`src/rtl/flashHostPkg.sv`:
```
package flashHostPkg;

  typedef enum logic [3:0] {
    PH_IDLE,
    PH_SETUP,
    PH_AVD,
    PH_HOLD,
    PH_TURN,
    PH_ACCESS,
    PH_RECOVER,
    PH_DONE,
    PH_DEVRST
  } phase_t;

  // Strobes from the sequencer to the datapath and pin stage.
  typedef struct packed {
    logic ceN;
    logic oeN;
    logic weN;
    logic avdN;
    logic devRstN;
    logic drvAddr;
    logic drvData;
    logic latchReq;
    logic captureRd;
  } strobe_t;

  localparam strobe_t STROBE_IDLE = '{
    ceN: 1'b1, oeN: 1'b1, weN: 1'b1, avdN: 1'b1, devRstN: 1'b1,
    drvAddr: 1'b0, drvData: 1'b0, latchReq: 1'b0, captureRd: 1'b0
  };

endpackage

```
`src/rtl/flashHostCtrl.sv`:
```
module flashHostCtrl
  import flashHostPkg::*;
#(
  parameter int CNT_W = 4
) (
  input  logic             clk,
  input  logic             rstN,
  input  logic             reqValid,
  input  logic             reqWrite,
  input  logic             devRstReq,
  input  logic [CNT_W-1:0] cfgSetup,
  input  logic [CNT_W-1:0] cfgAvdWidth,
  input  logic [CNT_W-1:0] cfgAccess,
  input  logic [CNT_W-1:0] cfgRecover,
  input  logic [CNT_W-1:0] cfgRstWidth,
  output strobe_t          strobes,
  output logic             reqAck
);

  localparam logic [CNT_W-1:0] CNT_ZERO = '0;

  phase_t           phase, phaseNext;
  logic [CNT_W-1:0] cnt, cntNext;
  logic             isWrite, isWriteNext;
  logic             cntDone;

  // Remaining-cycle load value: a count of zero behaves as one.
  function automatic logic [CNT_W-1:0] loadOf(input logic [CNT_W-1:0] v);
    return (v == CNT_ZERO) ? CNT_ZERO : v - 1'b1;
  endfunction

  assign cntDone = (cnt == CNT_ZERO);

  always_comb begin
    phaseNext   = phase;
    cntNext     = cntDone ? cnt : cnt - 1'b1;
    isWriteNext = isWrite;
    unique case (phase)
      PH_IDLE: begin
        if (devRstReq) begin
          phaseNext = PH_DEVRST;
          cntNext   = loadOf(cfgRstWidth);
        end else if (reqValid) begin
          phaseNext   = PH_SETUP;
          cntNext     = loadOf(cfgSetup);
          isWriteNext = reqWrite;
        end
      end
      PH_SETUP: if (cntDone) begin
        phaseNext = PH_AVD;
        cntNext   = loadOf(cfgAvdWidth);
      end
      PH_AVD: if (cntDone) phaseNext = PH_HOLD;
      PH_HOLD: begin
        if (isWrite) begin
          phaseNext = PH_ACCESS;
          cntNext   = loadOf(cfgAccess);
        end else begin
          phaseNext = PH_TURN;
        end
      end
      PH_TURN: begin
        phaseNext = PH_ACCESS;
        cntNext   = loadOf(cfgAccess);
      end
      PH_ACCESS: if (cntDone) begin
        phaseNext = PH_RECOVER;
        cntNext   = loadOf(cfgRecover);
      end
      PH_RECOVER: if (cntDone) phaseNext = PH_DONE;
      PH_DONE:    phaseNext = PH_IDLE;
      PH_DEVRST:  if (cntDone) phaseNext = PH_IDLE;
      default:    phaseNext = PH_IDLE;
    endcase
  end

  always_ff @(posedge clk or negedge rstN) begin
    if (!rstN) begin
      phase   <= PH_IDLE;
      cnt     <= CNT_ZERO;
      isWrite <= 1'b0;
    end else begin
      phase   <= phaseNext;
      cnt     <= cntNext;
      isWrite <= isWriteNext;
    end
  end

  // Strobe decode from the registered phase.
  always_comb begin
    strobes = STROBE_IDLE;
    unique case (phase)
      PH_IDLE: strobes.latchReq = !devRstReq && reqValid;
      PH_SETUP: begin
        strobes.ceN     = 1'b0;
        strobes.drvAddr = 1'b1;
      end
      PH_AVD: begin
        strobes.ceN     = 1'b0;
        strobes.avdN    = 1'b0;
        strobes.drvAddr = 1'b1;
      end
      PH_HOLD: begin
        strobes.ceN     = 1'b0;
        strobes.drvAddr = 1'b1;
      end
      PH_TURN: strobes.ceN = 1'b0;
      PH_ACCESS: begin
        strobes.ceN = 1'b0;
        if (isWrite) begin
          strobes.weN     = 1'b0;
          strobes.drvData = 1'b1;
        end else begin
          strobes.oeN       = 1'b0;
          strobes.captureRd = cntDone;
        end
      end
      PH_DEVRST: strobes.devRstN = 1'b0;
      default: ;
    endcase
  end

  assign reqAck = (phase == PH_DONE);

endmodule

```
`src/rtl/flashHostData.sv`:
```
module flashHostData
  import flashHostPkg::*;
#(
  parameter int DATA_W = 16
) (
  input  logic              clk,
  input  logic              rstN,
  input  strobe_t           strobes,
  input  logic [DATA_W-1:0] reqAddr,
  input  logic [DATA_W-1:0] reqWdata,
  input  logic [DATA_W-1:0] fAdqIn,
  output logic [DATA_W-1:0] rspData,
  output logic [DATA_W-1:0] fAdqOut,
  output logic              fAdqOe,
  output logic              fCeN,
  output logic              fOeN,
  output logic              fWeN,
  output logic              fAvdN,
  output logic              fRstN
);

  logic [DATA_W-1:0] addrReg, dataReg, rdReg;

  always_ff @(posedge clk or negedge rstN) begin
    if (!rstN) begin
      addrReg <= '0;
      dataReg <= '0;
      rdReg   <= '0;
    end else begin
      if (strobes.latchReq) begin
        addrReg <= reqAddr;
        dataReg <= reqWdata;
      end
      if (strobes.captureRd) rdReg <= fAdqIn;
    end
  end

  assign fAdqOe  = strobes.drvAddr | strobes.drvData;
  assign fAdqOut = strobes.drvData ? dataReg : (strobes.drvAddr ? addrReg : '0);
  assign rspData = rdReg;
  assign fCeN    = strobes.ceN;
  assign fOeN    = strobes.oeN;
  assign fWeN    = strobes.weN;
  assign fAvdN   = strobes.avdN;
  assign fRstN   = strobes.devRstN;

endmodule

```
`src/rtl/muxFlashHost.sv`:
```
module muxFlashHost
  import flashHostPkg::*;
#(
  parameter int DATA_W = 16,
  parameter int CNT_W  = 4
) (
  input  logic              clk,
  input  logic              rstN,
  input  logic              reqValid,
  input  logic              reqWrite,
  input  logic [DATA_W-1:0] reqAddr,
  input  logic [DATA_W-1:0] reqWdata,
  input  logic              devRstReq,
  input  logic [CNT_W-1:0]  cfgSetup,
  input  logic [CNT_W-1:0]  cfgAvdWidth,
  input  logic [CNT_W-1:0]  cfgAccess,
  input  logic [CNT_W-1:0]  cfgRecover,
  input  logic [CNT_W-1:0]  cfgRstWidth,
  output logic              reqAck,
  output logic [DATA_W-1:0] rspData,
  output logic [DATA_W-1:0] fAdqOut,
  output logic              fAdqOe,
  input  logic [DATA_W-1:0] fAdqIn,
  output logic              fCeN,
  output logic              fOeN,
  output logic              fWeN,
  output logic              fAvdN,
  output logic              fRstN
);

  strobe_t strobes;

  flashHostCtrl #(.CNT_W(CNT_W)) u_ctrl (
    .clk         (clk),
    .rstN        (rstN),
    .reqValid    (reqValid),
    .reqWrite    (reqWrite),
    .devRstReq   (devRstReq),
    .cfgSetup    (cfgSetup),
    .cfgAvdWidth (cfgAvdWidth),
    .cfgAccess   (cfgAccess),
    .cfgRecover  (cfgRecover),
    .cfgRstWidth (cfgRstWidth),
    .strobes     (strobes),
    .reqAck      (reqAck)
  );

  flashHostData #(.DATA_W(DATA_W)) u_data (
    .clk      (clk),
    .rstN     (rstN),
    .strobes  (strobes),
    .reqAddr  (reqAddr),
    .reqWdata (reqWdata),
    .fAdqIn   (fAdqIn),
    .rspData  (rspData),
    .fAdqOut  (fAdqOut),
    .fAdqOe   (fAdqOe),
    .fCeN     (fCeN),
    .fOeN     (fOeN),
    .fWeN     (fWeN),
    .fAvdN    (fAvdN),
    .fRstN    (fRstN)
  );

endmodule

```
`config.mk`:
```
export PLATFORM = sky130hd
export DESIGN_NAME = muxFlashHost
export DESIGN_NICKNAME = d
export VERILOG_FILES = /design/src/rtl/flashHostPkg.sv /design/src/rtl/flashHostCtrl.sv /design/src/rtl/flashHostData.sv /design/src/rtl/muxFlashHost.sv
export SDC_FILE = /design/constraint.sdc
export NUM_CORES = 1
export LEC_CHECK = 0
export ABC_AREA = 1
export BUFFER_PORTS_ARGS = -buffer_cell sky130_fd_sc_hd__buf_2
export CORE_ASPECT_RATIO = 0.9
export CORE_MARGIN = 5
export CORE_UTILIZATION = 46
export DETAILED_ROUTE_END_ITERATION = 8
export MAX_ROUTING_LAYER = met4
export PLACE_DENSITY = 0.82
export REMOVE_ABC_BUFFERS = 1
export SYNTH_ARGS = -nofsm -noshare
export SYNTH_HDL_FRONTEND = slang
export SYNTH_SLANG_ARGS = --single-unit
```
`constraint.sdc`:
```
create_clock -name clk -period 1.5 [get_ports clk]
set_clock_uncertainty 0.05 [all_clocks]
set_input_delay 0.075 -clock clk [delete_from_list [all_inputs] [get_ports clk]]
set_output_delay 0.075 -clock clk [all_outputs]
set_load 0.02 [all_outputs]
```
==> qor.yml, run 1 <==
synth:
  synthAdderAreaFrac_pct: 4.10
  syn_inst: 379
  synthSimpleGateAreaFrac_pct: 24.2
  synth_area_um2: 3360
  seq_area_frac_synth_pct: 42.5
  synth.distinct_cells: 29
  synth_mux_area_share_pct: 17.2
  synth_compound_area_share_pct: 3.99
  avgSynthCellArea_um2: 8.86
  ys_warn_count: 0
  synth_top_family_by_area: "simple AND/OR/NAND/NOR gates"
  synth_xor_xnor_area_share_pct: 1.04
  ys_ff_latch: 57
setup_path:
  crit_chain: "inv_2 > nand2_2 > buf_4 > nand3_1 > nand2_2 > buf_6"
  critPathMaxStageDelay_ns: 0.48
  path_common_cell: "nand2_2"
  start_kind: "register"
  slowest_stage: "dfrtp_2"
  rrSetupSlack_ns: -0.21
  crit_fanout: 7
  crit_type: "register to primary output"
  arrival_ns: 1.71
  cp.required_ns: 1.37
  setup.worst_path.end_class: "primary output"
sta:
  max_freq_mhz: 546
  setup_viol: 79
  worstMarginPinSlew_ns: 0.521
  post-route-min-period_ns: 1.83
  finalHoldViolCount: 0
  relSlewSlack_pct: 65.1
  slew_violations: 0
  finalCritPeriodShare_pct: 122
  fin_ws_ns: -0.333
  rsz0062_at_grt: "yes"
placed_design:
  placed_cells: 592
  hpwl_um: 6340
  gp_congestion: 0.896
  numPortBuffers: 111
power_and_ir_drop:
  ir_drop_v: 0.00129
  p_leak_nw: 2.86
  power_density_nw_per_um2: 1900
clock_network:
  cts_buffer_depth: 2
  clkSinkCount: 57
  insertion_delay_ns: 0.35
  cts_root_buffer: "clkbuf_8"
  cts_tree: "done"
  cts_inserted_buffers: 9
  clkTransAtPathRegs_ns: 0.08
  htreeDepth: 3
layout:
  antenna-diode-count: 0
  drive_above_1_share_pct: 52.2
  fin_cells: 689
  nets: 675
  fill_cells: 393
  post-route-util_pct: 81.4
  syn2layout_area_growth_pct: 71.5
routing:
  vias: 4022
  drcViolationCount: 0
  drt-initial-drc-count: 384
  ant_nets: 0
  vias_per_cell: 5.84
  drt_pre_antenna_iters: 5
  wl_per_cell_um: 21.8
  wirelength_um: 15000
status:
  violations: "setup timing"
  status: "finished, violations left"
global_route:
  grt_overflow: 0
  antenna_found_initial: 0
  grt_max_degree: 58
  grt_pass1_vias: 3810
  grt_usage_pct: 26.7
  grt_first_pass_wirelength_um: 18700
die:
  core-area_um2: 7080
  dieArea_um2: 9110
  die_y_um: 91.1
  rows: 29
  initial_core_util_pct: 47.5
  pin_count: 112
  die-width_um: 100
min_path:
  min_path_type: "input port to register"
flow_run:
  maxCapViolCount: 0
[registers in the layout, summed over array words and instances, names as in the netlist]
name            cells
u_ctrl.cnt          4
u_data.dataReg     16
u_ctrl.phase        4
u_data.rspData     16
u_ctrl.isWrite      1
u_data.addrReg     16
[cell usage after synthesis (all sizes together)]
library cell	count	area (µm²)
a211oi	2	15.0
a21oi	3	15.0
buf	11	76.3
clkbuf	1	3.75
dfrtp	57	1430
ha	11	138
inv	41	154
mux2	48	578
nand2	77	302
nand3	63	333
nand4	4	25.0
nor2	34	138
nor3	2	10.0
o21a	1	7.51
o21ai	18	90.1
o22ai	1	6.26
or2	1	6.26
xnor2	3	26.3
xor2	1	8.76
[final timing paths]
kind                                          startpoint  cells past startpoint                       endpoint
setup reg to reg             u_ctrl.phase[0]$_DFFE_PN0P_                      6  u_data.rspData[8]$_DFFE_PN0P_
setup / recovery             u_ctrl.phase[0]$_DFFE_PN0P_                      6                     fAdqOut[3]
hold reg to reg            u_data.rspData[8]$_DFFE_PN0P_                      1  u_data.rspData[8]$_DFFE_PN0P_
max in group asynchronous                           rstN                      3  u_data.rspData[5]$_DFFE_PN0P_
hold / removal                             cfgRecover[0]                      6        u_ctrl.cnt[0]$_DFF_PN0_
min in group asynchronous                           rstN                      3  u_data.addrReg[2]$_DFFE_PN0P_
[placed cells by master (no fill, tap or decap), types with 6 or more instances in the layout]
cell type,instances
nor2_4,6
nand3_1,39
buf_6,27
nand2_1,50
clkbuf_16,6
nand3_2,22
ha_1,10
inv_2,8
nor2_1,25
o21ai_0,11
mux2_4,10
inv_1,31
dlygate4sd3_1,50
nand2_2,22
buf_4,30
dfrtp_1,54
mux2_2,38
clkbuf_8,9
buf_2,91
[cell families after synthesis]
logic type | Yosys count
XOR/XNOR | 4
buffers and inverters | 53
adder cells (fa/ha/maj) | 11
AO/OA/AOI/OAI | 25
AND/OR/NAND/NOR | 181
multiplexers | 48
flip-flops | 57
[per-stage QoR]
stage | setup slack (ns) | hold slack [ns] | total power, mW | area (µm²) | setup TNS [ns]
after floorplan | -0.618 | -0.271 | 5.05 | 3280 | -27.92
after global placement | -0.0635 | 0.0424 | 6.38 | 4130 | -0.884
after detailed placement | -0.132 | 0.0510 | 6.51 | 4130 | -2.15
after CTS | -0.222 | 0.0815 | 9.28 | 5300 | -10.50
after global routing | -0.356 | 0.148 | 11.3 | 5760 | -17.83
final | -0.333 | 0.133 | 10.9 | 5760 | -16.13
[power breakdown]
group          switching (mW)  internal (mW)
sequential              0.579           2.18
clock                   0.760          0.950
combinational            3.50           2.97
total                    4.84           6.11
[critical path, delay by kind of cell, from the launching register on]
kind	cells	cell delay [ns]
flip-flops	1	0.48
buffers and inverters	3	0.44
AND/OR/NAND/NOR	3	0.44
[final cells by class]
| type | count | area (µm²) | area share [%] |
|---|---|---|---|
| clock inverter | 7 | 103 | 1.78 |
| clock buffer | 9 | 124 | 2.15 |
| sequential | 57 | 1430 | 24.8 |
| inverter | 41 | 159 | 2.76 |
| multi-input combinational | 269 | 2010 | 34.8 |
| timing repair buffer | 213 | 1820 | 31.6 |
| tap | 93 | 116 | 2.02 |
[metal layers]
metal / part of all wire (%) / up-vias / track usage, %
li1: - / 1682 / -
met1: 33 / 1896 / 29.2
met2: 50 / 334 / 46.4
met3: 8.9 / 110 / 5.67
met4: 7.5 / 0 / 12.1
met5: 0 / - / -
[timing repair]
item	4_1_cts	5_1_grt
hold buffers	50	0
setup endpoints to repair	44	79
pin swaps	5	36
cloned	4	5
hold endpoints to repair	106	0
buffers inserted	14	9
resized for setup	71	79
No activity file was read; power rests on OpenSTA's default activity.
==> run 2: changes to the inputs <==
- CORE_UTILIZATION: 46 -> 47
- CTS_BUF_LIST: default -> sky130_fd_sc_hd__clkbuf_4
- PLACE_DENSITY: 0.82 -> 0.83
- SLEW_MARGIN: default -> 0
==> qor.yml, run 2 (synthesis gave the netlist of run 1 again) <==
routing:
  ant_nets: 0
  wl_per_cell_um: 19.1
  drt_pre_antenna_iters: 6
  drt-initial-drc-count: 366
  vias: 3866
  wirelength_um: 13200
  drcViolationCount: 0
  vias_per_cell: 5.61
sta:
  holdWs_ns: 0.0729
  worstMarginPinSlew_ns: 0.563
  max_freq_mhz: 533
  fin_ws_ns: -0.374
  relSlewSlack_pct: 62.3
  post-route-min-period_ns: 1.87
  rsz0062_at_grt: "yes"
  finalCritPeriodShare_pct: 125
  finalHoldViolCount: 0
  setup_viol: 77
  slew_violations: 0
min_path:
  min_path_type: "input port to register"
  whs_endpoint: "u_ctrl.cnt[2]$_DFF_PN0_"
  hold_depth: 5
  hp-start: "cfgAccess[2]"
setup_path:
  r2r-start: "u_ctrl.phase[3]$_DFFE_PN0P_"
  rrSetupSlack_ns: -0.31
  crit_fanout: 5
  arrival_ns: 1.75
  start_kind: "register"
  setup.worst_path.end_class: "primary output"
  critPathMaxStageDelay_ns: 0.45
  cp.required_ns: 1.37
  reg2regPathDepth: 10
  crit_type: "register to primary output"
  rr_endpoint: "u_ctrl.cnt[3]$_DFF_PN0_"
  crit_chain: "inv_2 > nand3_4 > nor2_4 > buf_6 > buf_6 > nand3_2 > nand2_2 > buf_6"
  path_common_cell: "buf_6"
  slowest_stage: "dfrtp_2"
power_and_ir_drop:
  internal_power_mw: 5.81
  p_leak_nw: 2.81
  clkPwrFrac_pct: 10.8
  sw_frac_of_total_pct: 43.8
  power_frac_seq_pct: 26.0
  ir_drop_v: 0.00127
  power_density_nw_per_um2: 1840
  switchingPower_mw: 4.53
  combPwrFrac_pct: 63.1
clock_network:
  clkTransAtPathRegs_ns: 0.10
  clkSinkCount: 57
  cts_root_buffer: "clkbuf_4"
  cts_tree: "done"
  insertion_delay_ns: 0.41
  cts_buffer_depth: 2
  cts_inserted_buffers: 9
  htreeDepth: 3
die:
  pin_count: 112
  die-width_um: 99.1
  initial_core_util_pct: 48.0
  dieArea_um2: 8940
  core-area_um2: 7000
  die_y_um: 90.2
  rows: 29
layout:
  fill_cells: 368
  syn2layout_area_growth_pct: 67.7
  nets: 675
  fin_cells: 689
  antenna-diode-count: 0
  multi_input_area_um2: 1980
  final_common_cell: "buf_2"
  ff_latch_area_um2: 1430
  drive_above_1_share_pct: 49.8
  mostFrequentLayoutCells: "buf_2 (89), nand2_1 (56), dfrtp_1 (53)"
placed_design:
  placed_cells: 592
  gp_congestion: 0.987
  numPortBuffers: 111
  hpwl_um: 6520
status:
  status: "finished, violations left"
  violations: "setup timing"
global_route:
  grt_usage_pct: 24.0
  antenna_found_initial: 0
  grt_first_pass_wirelength_um: 16800
  grt_max_degree: 58
  grt_pass1_vias: 3629
  grt_overflow: 0
flow_run:
  maxCapViolCount: 0
run 2: changes by cell type in the layout (fill, tap and decap cells not counted), moves of 3 or more:
| cell | delta |
|---|---|
| nand2_2 | -6 |
| nor2_2 | +5 |
| clkinv_4 | -3 |
| buf_6 | +9 |
| nor2_1 | -4 |
| clkbuf_8 | -9 |
| clkbuf_4 | +10 |
| nand3_2 | -10 |
| buf_4 | -6 |
| nand3_1 | +10 |
| nand2_1 | +6 |
run 2: metrics by stage:
stage	area, µm²	util [%]	worst slack, ns	setup TNS (ns)	power, mW
after floorplan	3280	-	-0.618	-27.92	5.05
after global placement	4150	59.2	-0.105	-1.73	6.40
after detailed placement	4150	59.2	-0.195	-4.37	6.56
after CTS	5140	73.4	-0.285	-11.82	8.48
after global routing	5630	80.4	-0.441	-22.56	10.8
final	5630	80.4	-0.374	-19.04	10.3
run 2: critical path: cells and delay by family, from the launching register on:
family	cells	cell delay, ns
buf+inv	4	0.47
flops	1	0.45
simple gates	4	0.42
run 2: power by group through the flow:
stage	Combinational, mW	Sequential [mW]	Clock [mW]
after floorplan	2.44	2.60	0
after global placement	3.88	2.52	0
after detailed placement	4.00	2.57	0
after CTS	4.81	2.54	1.12
after global routing	6.86	2.73	1.20
final	6.53	2.69	1.12
run 2: worst max-delay path by stage:
stage	startpoint	to	slack, ns	cells past startpoint
after global placement	u_ctrl.cnt[0]$_DFF_PN0_	u_data.rspData[8]$_DFFE_PN0P_	-0.10	6
after CTS	u_ctrl.phase[1]$_DFFE_PN0P_	fAdqOut[9]	-0.28	8
after global routing	u_ctrl.phase[1]$_DFFE_PN0P_	fAdqOut[14]	-0.44	8
after detailed placement	u_ctrl.cnt[0]$_DFF_PN0_	u_data.rspData[9]$_DFFE_PN0P_	-0.20	6
after floorplan	u_ctrl.phase[2]$_DFFE_PN0P_	u_data.addrReg[0]$_DFFE_PN0P_	-0.62	5
final	u_ctrl.phase[1]$_DFFE_PN0P_	fAdqOut[14]	-0.37	8
run 2: area by class of cell:
type | instances | area share, %
Clock inverter | 6 | 1.04
Inverter | 41 | 2.87
Multi-Input combinational cell | 269 | 35.1
Timing Repair Buffer | 213 | 32.2
Sequential cell | 57 | 25.4
Clock buffer | 10 | 1.33
Tap cell | 93 | 2.07
run 2: routing by layer:
metal,vias to the layer above,routed length (µm),track usage (%)
li1,1692,-,-
met1,1820,4560,25.7
met2,275,6750,42.2
met3,79,1200,7.66
met4,0,684,7.39
met5,-,0,-
run 2: what timing repair did:
action / in CTS / in global routing
gates resized for setup: 63 / 89
pin swaps: 10 / 23
hold buffers: 52 / 0
buffers inserted: 15 / 10
endpoints found under the setup margin: 73 / 78
gates cloned: 1 / 5
hold endpoints to repair: 108 / 0
